<file path="config.mk">
export PLATFORM = sky130hd
export DESIGN_NAME = sweep_delay_pulser
export DESIGN_NICKNAME = d
export VERILOG_FILES = /design/src/rtl/sweep_delay_pulser.sv
export SDC_FILE = /design/constraint.sdc
export NUM_CORES = 1
export LEC_CHECK = 0
export BUFFER_PORTS_ARGS = -buffer_cell sky130_fd_sc_hd__clkbuf_2
export CAP_MARGIN = 20
export CORE_UTILIZATION = 51
export DETAILED_ROUTE_END_ITERATION = 8
export GPL_TIMING_DRIVEN = 0
export PLACE_DENSITY = 0.75
export SLEW_MARGIN = 40
export SYNTH_ARGS = -nofsm -noshare
export SYNTH_HDL_FRONTEND = slang
export SYNTH_SLANG_ARGS = --single-unit
</file>
<file path="constraint.sdc">
create_clock -name clk -period 1.7 [get_ports clk]
set_clock_uncertainty 0.05 [all_clocks]
set_input_delay 0.34 -clock clk [delete_from_list [all_inputs] [get_ports clk]]
set_output_delay 0.34 -clock clk [all_outputs]
set_load 0.01 [all_outputs]
</file>
<file path="src/rtl/sweep_delay_pulser.sv">
module sweep_delay_pulser #(
  parameter int DIV       = 20,
  parameter int CNT_W     = 8,
  parameter int ADDR_W    = 4,
  parameter int BASE_ADDR = 0
) (
  input  logic              clk,
  input  logic              rst_n,
  input  logic              tick_en,
  input  logic [ADDR_W-1:0] bus_addr,
  input  logic [CNT_W-1:0]  bus_wdata,
  input  logic              bus_wr,
  input  logic              bus_io_sel,
  output logic [CNT_W-1:0]  bus_rdata,
  output logic              frame_trig,
  output logic              coarse_pulse,
  output logic              fine_pulse
);
  localparam int CH    = 2;
  localparam int DIV_W = (DIV > 1) ? $clog2(DIV) : 1;

  logic [DIV_W-1:0]           div_q;
  logic                       trig_q;
  logic [CH-1:0][CNT_W-1:0]   preset_q;
  logic [CH-1:0][CNT_W-1:0]   cnt_q;
  logic [CH-1:0]              run_q;
  logic [CH-1:0]              fire;
  logic [CH-1:0]              sel;
  logic [CNT_W-1:0]           coarse_preset;
  logic [CNT_W-1:0]           fine_preset;

  wire div_last = (div_q == DIV_W'(DIV - 1));
  wire wr_hit   = bus_wr && bus_io_sel;

  always_ff @(posedge clk) begin
    if (!rst_n) begin
      div_q  <= '0;
      trig_q <= 1'b0;
    end else begin
      trig_q <= tick_en && div_last;
      if (tick_en) div_q <= div_last ? '0 : div_q + 1'b1;
    end
  end

  always_comb begin
    for (int i = 0; i < CH; i++)
      sel[i] = (bus_addr == ADDR_W'(BASE_ADDR + i));
  end

  always_ff @(posedge clk) begin
    if (!rst_n) begin
      preset_q <= '0;
      cnt_q    <= '0;
      run_q    <= '0;
    end else begin
      for (int i = 0; i < CH; i++) begin
        if (wr_hit && sel[i]) preset_q[i] <= bus_wdata;
        if (trig_q) begin
          cnt_q[i] <= preset_q[i];
          run_q[i] <= 1'b1;
        end else if (run_q[i]) begin
          if (cnt_q[i] == '0) run_q[i] <= 1'b0;
          else                cnt_q[i] <= cnt_q[i] - 1'b1;
        end
      end
    end
  end

  always_comb begin
    bus_rdata = '0;
    for (int i = 0; i < CH; i++) begin
      fire[i] = run_q[i] && (cnt_q[i] == '0);
      if (sel[i]) bus_rdata = preset_q[i];
    end
  end

  assign frame_trig    = trig_q;
  assign coarse_pulse  = fire[0];
  assign fine_pulse    = fire[1];
  assign coarse_preset = preset_q[0];
  assign fine_preset   = preset_q[1];
endmodule


</file>
After elaboration in Yosys (flattened, before gate mapping) --
Cells that the tools add are included.
Word-level totals: flip-flop bits (word level) 40, input port bits 17, output and inout bits 11, logic and storage cells 42
Operators by class: add/sub/neg operators 3, equal/unequal tests 4, mux-type cells 15, reduce and logical (&&, ||, !) cells 13
Operators by type and width (number):
- $mux 8 | 8
- $logic_not 8->1 | 2
- $sub 8x1->8 const B | 2
- $logic_and 1x1->1 | 6
- $mux 1 | 6
- $add 5x1->5 const B | 1
- $eq 5x5->1 const B | 1
- $mux 5 | 1
- $eq 4x1->1 const B | 1
- $logic_not 4->1 | 1
- $ne 2x2->1 const B | 2
- $reduce_and 2->1 | 2
- $reduce_bool 2->1 | 2

Longest topological paths before layout --
Gate-level depths: netlist of the first run.
depth after elaboration 4, gate-level depth with buffers 6, gate-level depth less buffers 6

Worst setup path after synthesis of the first run --
No wires, ideal clock.
path type register -> register, start point register cnt_q[8] (netlist bit), end point register cnt_q[15] (netlist bit), library setup time 0.122 ns, arrival time 1.642 ns, required time 1.528 ns, setup slack -0.114 ns, cell stages (with the launch flop) 7, buffers on the path 0, clock period less this slack 1.814 ns, cell sequence dfxtp_1 > inv_1 > ha_1 > nor2b_1 > or4_1 > o21a_1 > o311a_1
On the way: word-level cells in the longest chain between the ends 4, elaborated cells between the ends (all ways) 7, classes of those cells add/sub: 1; eq/ne: 1; mux: 3; reduce/logical: 2
RTL lines:
- start: declaration | line 25 | logic [CH-1:0][CNT_W-1:0] cnt_q;
- start signal: indexed assignment | line 59 | cnt_q[i] <= preset_q[i];
- start signal: indexed assignment | line 63 | else cnt_q[i] <= cnt_q[i] - 1'b1;
- $sub 8x1->8 | line 63
- $mux 8 | line 62 | if (cnt_q[i] == '0) run_q[i] <= 1'b0;
- $mux 8 | line 61 | end else if (run_q[i]) begin
- $mux 8 | line 58 | if (trig_q) begin
Parallel ways exist; a longest one is shown, timed or not. The select of a mux whose other input is x is not followed. A chain may end at the register's enable or synchronous reset.

Worst setup path in the final report of the first run --
start point register cnt_q[5] (netlist bit), end point output port coarse_pulse
On the way: word-level cells in the longest chain between the ends 2
RTL lines:
- $logic_not 8->1 | line 72 | fire[i] = run_q[i] && (cnt_q[i] == '0);
- $logic_and 1x1->1 | line 72
- end: declaration | line 16 | output logic coarse_pulse,
No other way between the ends.

==> results.cfg, run 1 <==
[placed_design]
dp_hpwl_um = 3220
placed_cell_area_um2 = 2270
portBuffers = 25
gp_congestion = 0.849

[synth]
synth-compound-area-share_pct = 13.1
seq_area_frac_synth_pct = 38.5
yosys.area_share.simple_pct = 23.0
postSynth.asyncResetShare_pct = 0
synth_area_leader_cell = dfxtp_1
yosysMostFrequentCell = dfxtp_1
synth.area.mux_share_pct = 13.5
synth-xor-area-share_pct = 3.79
synthDistinctLibCells = 44
ys_top_cells_by_count = dfxtp_1 (40), nor2_1 (29), mux2i_1 (28), a21oi_1 (14), o21ai_0 (12)
synth_edf_count = 0
synth_area_leaders = dfxtp_1 (38%), mux2i_1 (13%), nor2_1 (5.2%)
synth_top_area_share_pct = 38.5
syn_nets = 253
syn_inst = 231
synth_top_family_by_area = simple AND/OR/NAND/NOR gates
synth_seq_cells = 40
syn-cell-area_um2 = 2080
ys_warn_count = 0
synth-adder-area-share_pct = 3.01
synth-main-ff-cell = dfxtp_1
avgSynthCellArea_um2 = 9.01

[critical_path]
worstSetupPathType = reg2out
r2r-start = cnt_q[5]
r2r_setup_slack_ns = -0.19
path_max_fanout = 2
reg2reg_to = cnt_q[0]
rr_worst_depth = 5
endpoint_kind = primary output
worstPathRequired_ns = 1.31
critPathArrivalTime_ns = 1.59
startpoint_type = register

[global_routing]
antenna_found_initial = 0
grt_max_degree = 13
grt_usage_pct = 23.5
grt.overflow.total = 0
grt_pass1_vias = 1700
grt_pass1_wl_um = 7660

[sta]
setup_slack_ns = -0.283
rsz0062_at_grt = true
setup_viol_count_final = 8
max-slew-margin-rel_pct = 65.2
fmax_mhz = 504
fin_crit_sh_pct = 117
worstMarginPinSlew_ns = 0.520
hold_violations = 0
slew_viol_final = 0
min_period_ns = 1.98

[power]
p_leak_uw = 0.00109
ir_drop_v = 0.000489
power_density_nw_per_um2 = 710
total_power_uw = 1800

[detailed_routing]
viasPerCell = 5.53
wl_um = 4630
post_drt_wl_per_cell_um = 14.3
ant_nets = 0
route.detailed.drc = 0
vias = 1793
first_iter_violations = 38
dr.pass1.iters = 4

[floorplanning]
start_util_pct = 54.8
die_h_um = 65.9
core-area_um2 = 3800
ios = 28
die_x_um = 65.9
die_area_um2 = 4340
rows = 22

[clock_network]
htreeDepth = 2
cts.clk_slew.worst_paths_ns = 0.07
clock_latency_ns = 0.29
cts_tree = built
cts_buffers = 5
cts_sinks = 40
clock_path_buffers = 2
cts_root_buf = clkbuf_8
ctsHoldBuffers = 0

[job]
drv_cap = 0

[cells_and_area]
finish.instance_area_um2 = 2530
diodes = 0
area_delta_synth_final_pct = 21.8
drive_gt1_share_pct = 29.0
fin_nets = 297

[status]
status = finished, violations left
violations = negative setup slack

[min_path]
hp-class = in2reg
hold_start = bus_wdata[4]
worstHoldPathCells = 3
whs_endpoint = fine_preset[4]
## stage by stage
step	TNS (ns)	setup slack, ns	hold WS (ns)	cells	util [%]
2_1_floorplan	-0.0943	-0.0762	0.387	231	-
3_3_place_gp	-2.94	-0.192	0.429	304	59.7
3_5_place_dp	-3.10	-0.209	0.435	304	59.7
4_1_cts	-1.36	-0.335	0.247	320	65.2
5_1_grt	-1.62	-0.325	0.262	324	66.7
6_report	-1.12	-0.283	0.245	324	66.7
## registers in the layout, indices dropped and copies added, names as in the netlist
name	count
fine_preset	8
div_q	5
coarse_preset	8
cnt_q	16
frame_trig	1
run_q	2
## what timing repair did
| action | in CTS | in global routing |
|---|---|---|
| endpoints found under the setup margin | 8 | 14 |
| resized for setup | 12 | 13 |
| pin swaps | 8 | 9 |
| setup buffers | 8 | 5 |
## cell type report
cell class	instances	area [um2]
repair buffers	37	223
clock inverters	2	35.0
plain buffers	11	72.6
clock buffers	6	72.6
inverters	9	36.3
fillers	337	1260
flip-flops and latches	40	816
multi-input cells	171	1220
well taps	48	60.1
## routing by layer
metal | global-route usage, % | up-vias | wire (um)
li1 | - | 914 | -
met1 | 29.4 | 836 | 2130
met2 | 39.5 | 35 | 2290
met3 | 4.31 | 8 | 123
met4 | 9.51 | 0 | 87
met5 | 0 | - | 0
## layout by cell type, fill, tap and decap left out, types with 4 or more instances in the layout
| master | count |
|---|---|
| inv_1 | 6 |
| clkbuf_2 | 23 |
| ha_1 | 4 |
| nor2_1 | 28 |
| clkbuf_8 | 5 |
| o21ai_0 | 12 |
| nor4_1 | 4 |
| nand2b_1 | 4 |
| xor2_1 | 6 |
| nor2_2 | 9 |
| mux2i_1 | 28 |
| buf_4 | 10 |
| nand2_1 | 9 |
| dfxtp_2 | 6 |
| nand3_1 | 6 |
| buf_6 | 6 |
| a21oi_1 | 14 |
| dfxtp_1 | 32 |
| clkbuf_1 | 7 |
## critical path, stage by stage, from the launching register on
cell	delay, ns
dfxtp_2	0.32
or4_4	0.56
nor3_4	0.13
and3_1	0.16
buf_2	0.12
## how the worst max path moves through the flow
stage | start | endpoint | cells after the start
floorplan | cnt_q[8] | cnt_q[15] | 6
global placement | bus_addr[3] | coarse_preset[2] | 6
detailed placement | bus_addr[3] | coarse_preset[0] | 6
CTS | cnt_q[6] | coarse_pulse | 4
global route | cnt_q[5] | coarse_pulse | 4
finish | cnt_q[5] | coarse_pulse | 4
## cell families (layout without fill, tap and decap cells)
family | after synthesis | in the layout
buffers and inverters | 20 | 65
and+or+nand+nor | 86 | 86
AOI/OAI and AO/OA | 43 | 43
xor gates and xnor gates | 9 | 9
adders and majority gates | 5 | 5
DFF | 40 | 40
muxes | 28 | 28
## report_power, final
group,switching (uW),internal (uW),leakage (uW),total (uW)
Combinational,50.7,39.7,0.000707,90.4
Clock,324,435,0.0000552,760
Sequential,7.09,941,0.000327,948
Total,382,1420,0.00109,1800
Note: power is estimated with default switching activity, not from simulation.
==> run 2, diff against run 1 <==
Settings changed: CORE_UTILIZATION 51 to 50, PLACE_DENSITY 0.75 to 0.74, SLEW_MARGIN 40 to default.
==> results.cfg, run 2 (synthesis results as in run 1) <==
[critical_path]
worstPathRequired_ns = 1.31
critPathSlowestCell = or4_4
crit_buf_inv = 1
r2r_setup_slack_ns = -0.16
startpoint = cnt_q[5]
crit_path_end = coarse_pulse
path_max_fanout = 4
critPathMaxStageDelay_ns = 0.53
startpoint_type = register
rr_worst_depth = 6
path_depth = 4
worstSetupPathType = reg2out
crit_chain = or4_4, nor3_4, and3_1, buf_2
critPathArrivalTime_ns = 1.60
r2r-start = cnt_q[5]
reg2reg_to = cnt_q[1]
cp_top_family = simple AND/OR/NAND/NOR gates
endpoint_kind = primary output

[placed_design]
gp_congestion = 0.851
portBuffers = 25
dp_cells = 306
dp_slack_ns = -0.219
placed_cell_area_um2 = 2270
dp_hpwl_um = 3250

[global_routing]
antenna_found_initial = 0
grt_max_degree = 14
grt_pass1_wl_um = 7250
grt_usage_pct = 22.4
grt.overflow.total = 0
grt_pass1_vias = 1540

[clock_network]
cts_sinks = 40
ctsHoldBuffers = 0
cts_root_buf = clkbuf_8
cts_tree = built
cts_buffers = 5
htreeDepth = 2
cts.clk_slew.worst_paths_ns = 0.08
clock_path_buffers = 2
clock_latency_ns = 0.30

[min_path]
hp-class = in2reg

[cells_and_area]
final_cell_mix = dfxtp_1 (33), mux2i_1 (28), nor2_1 (28), clkbuf_2 (23)
largest_register_ffs = 16
area_delta_synth_final_pct = 23.6
finish.instance_area_um2 = 2570
multi_input_area_um2 = 1220
regArea_um2 = 812
fin_nets = 301
filler_cell_count = 327
final_common_cell = dfxtp_1
layout.cells.non_filler = 330
top_register = cnt_q
diodes = 0
drive_gt1_share_pct = 30.4

[power]
power_density_nw_per_um2 = 706
switchingPower_uw = 399
power_frac_comb_pct = 5.0
ir_drop_v = 0.000571
p_int_uw = 1420
swShare_pct = 22.0
seqPwrFrac_pct = 52.3
pwr-share-clk_pct = 42.6
p_leak_uw = 0.00110

[sta]
fin_setup_tns_ns = -1.07
setup_viol_count_final = 8
fin_crit_sh_pct = 117
max-slew-margin-rel_pct = 63.6
hold_violations = 0
setup_slack_ns = -0.291
fmax_mhz = 502
min_period_ns = 1.99
hold-worst-slack_ns = 0.247
rsz0062_at_grt = true
worstMarginPinSlew_ns = 0.544
slew_viol_final = 0

[floorplanning]
die_area_um2 = 4420
die_x_um = 66.5
die_h_um = 66.5
start_util_pct = 52.0
core-area_um2 = 4000
ios = 28
rows = 23

[detailed_routing]
route.detailed.drc = 0
dr.pass1.iters = 4
post_drt_wl_per_cell_um = 14.0
ant_nets = 0
viasPerCell = 5.45
wl_um = 4630
vias = 1797
first_iter_violations = 93

[status]
violations = negative setup slack
status = finished, violations left

[job]
drv_cap = 0
-- run 2: cell count changes in the layout (fill, tap and decap cells not counted) --
cell,delta
a21boi_0,+1
a21boi_1,-1
buf_4,+4
clkbuf_1,-1
clkinvlp_4,+1
dfxtp_1,+1
dfxtp_4,-1
o31ai_1,-1
o31ai_2,+1
-- run 2: timing repair --
action / 4_1_cts / 5_1_grt
setup endpoints to repair: 9 / 13
gates cloned: 0 / 0
buffers inserted: 9 / 8
pin swaps: 8 / 10
resized for setup: 13 / 10
-- run 2: power groups by stage --
| stage | combinational, uW | sequential (uW) | clock (uW) |
|---|---|---|---|
| after floorplan | 58.6 | 971 | 0 |
| after global placement | 90.5 | 973 | 0 |
| after detailed placement | 92.2 | 973 | 0 |
| after CTS | 92.7 | 949 | 776 |
| after global routing | 102 | 951 | 816 |
| final | 91.6 | 950 | 774 |
-- run 2: cell type report --
class,count,area share (%)
Clock inverter,3,1.65
Inverter,9,1.41
Clock buffer,5,2.68
Buffer,11,2.82
Timing Repair Buffer,41,9.83
Multi-Input combinational cell,171,47.6
Sequential cell,40,31.6
Tap cell,50,2.43
-- run 2: worst min path at each step --
stage | startpoint | end | cells past startpoint
after floorplan | fine_preset[1] | cnt_q[9] | 2
after global placement | div_q[4] | div_q[4] | 2
after detailed placement | div_q[4] | div_q[4] | 2
after CTS | bus_wdata[4] | coarse_preset[4] | 3
after global routing | bus_wdata[7] | coarse_preset[7] | 3
final | bus_wdata[4] | fine_preset[4] | 3
-- run 2: layer usage --
metal,track usage (%),vias to the layer above,wire length [um]
met2,35.8,35,2220
met4,6.91,0,27
li1,-,924,-
met5,0,-,0
met1,29.5,836,2220
met3,5.65,2,158
-- run 2: worst min-delay path, stage by stage --
cell,delay [ns]
clkbuf_2,0.09
mux2i_1,0.06
nor2_1,0.07
-- run 2: per-stage QoR --
| stage | utilization [%] | power (uW) |
|---|---|---|
| 3_5_place_dp | 56.8 | 1070 |
| 6_report | 64.3 | 1820 |
| 4_1_cts | 62.4 | 1820 |
| 5_1_grt | 64.3 | 1870 |
| 3_3_place_gp | 56.8 | 1060 |
| 2_1_floorplan | - | 1030 |
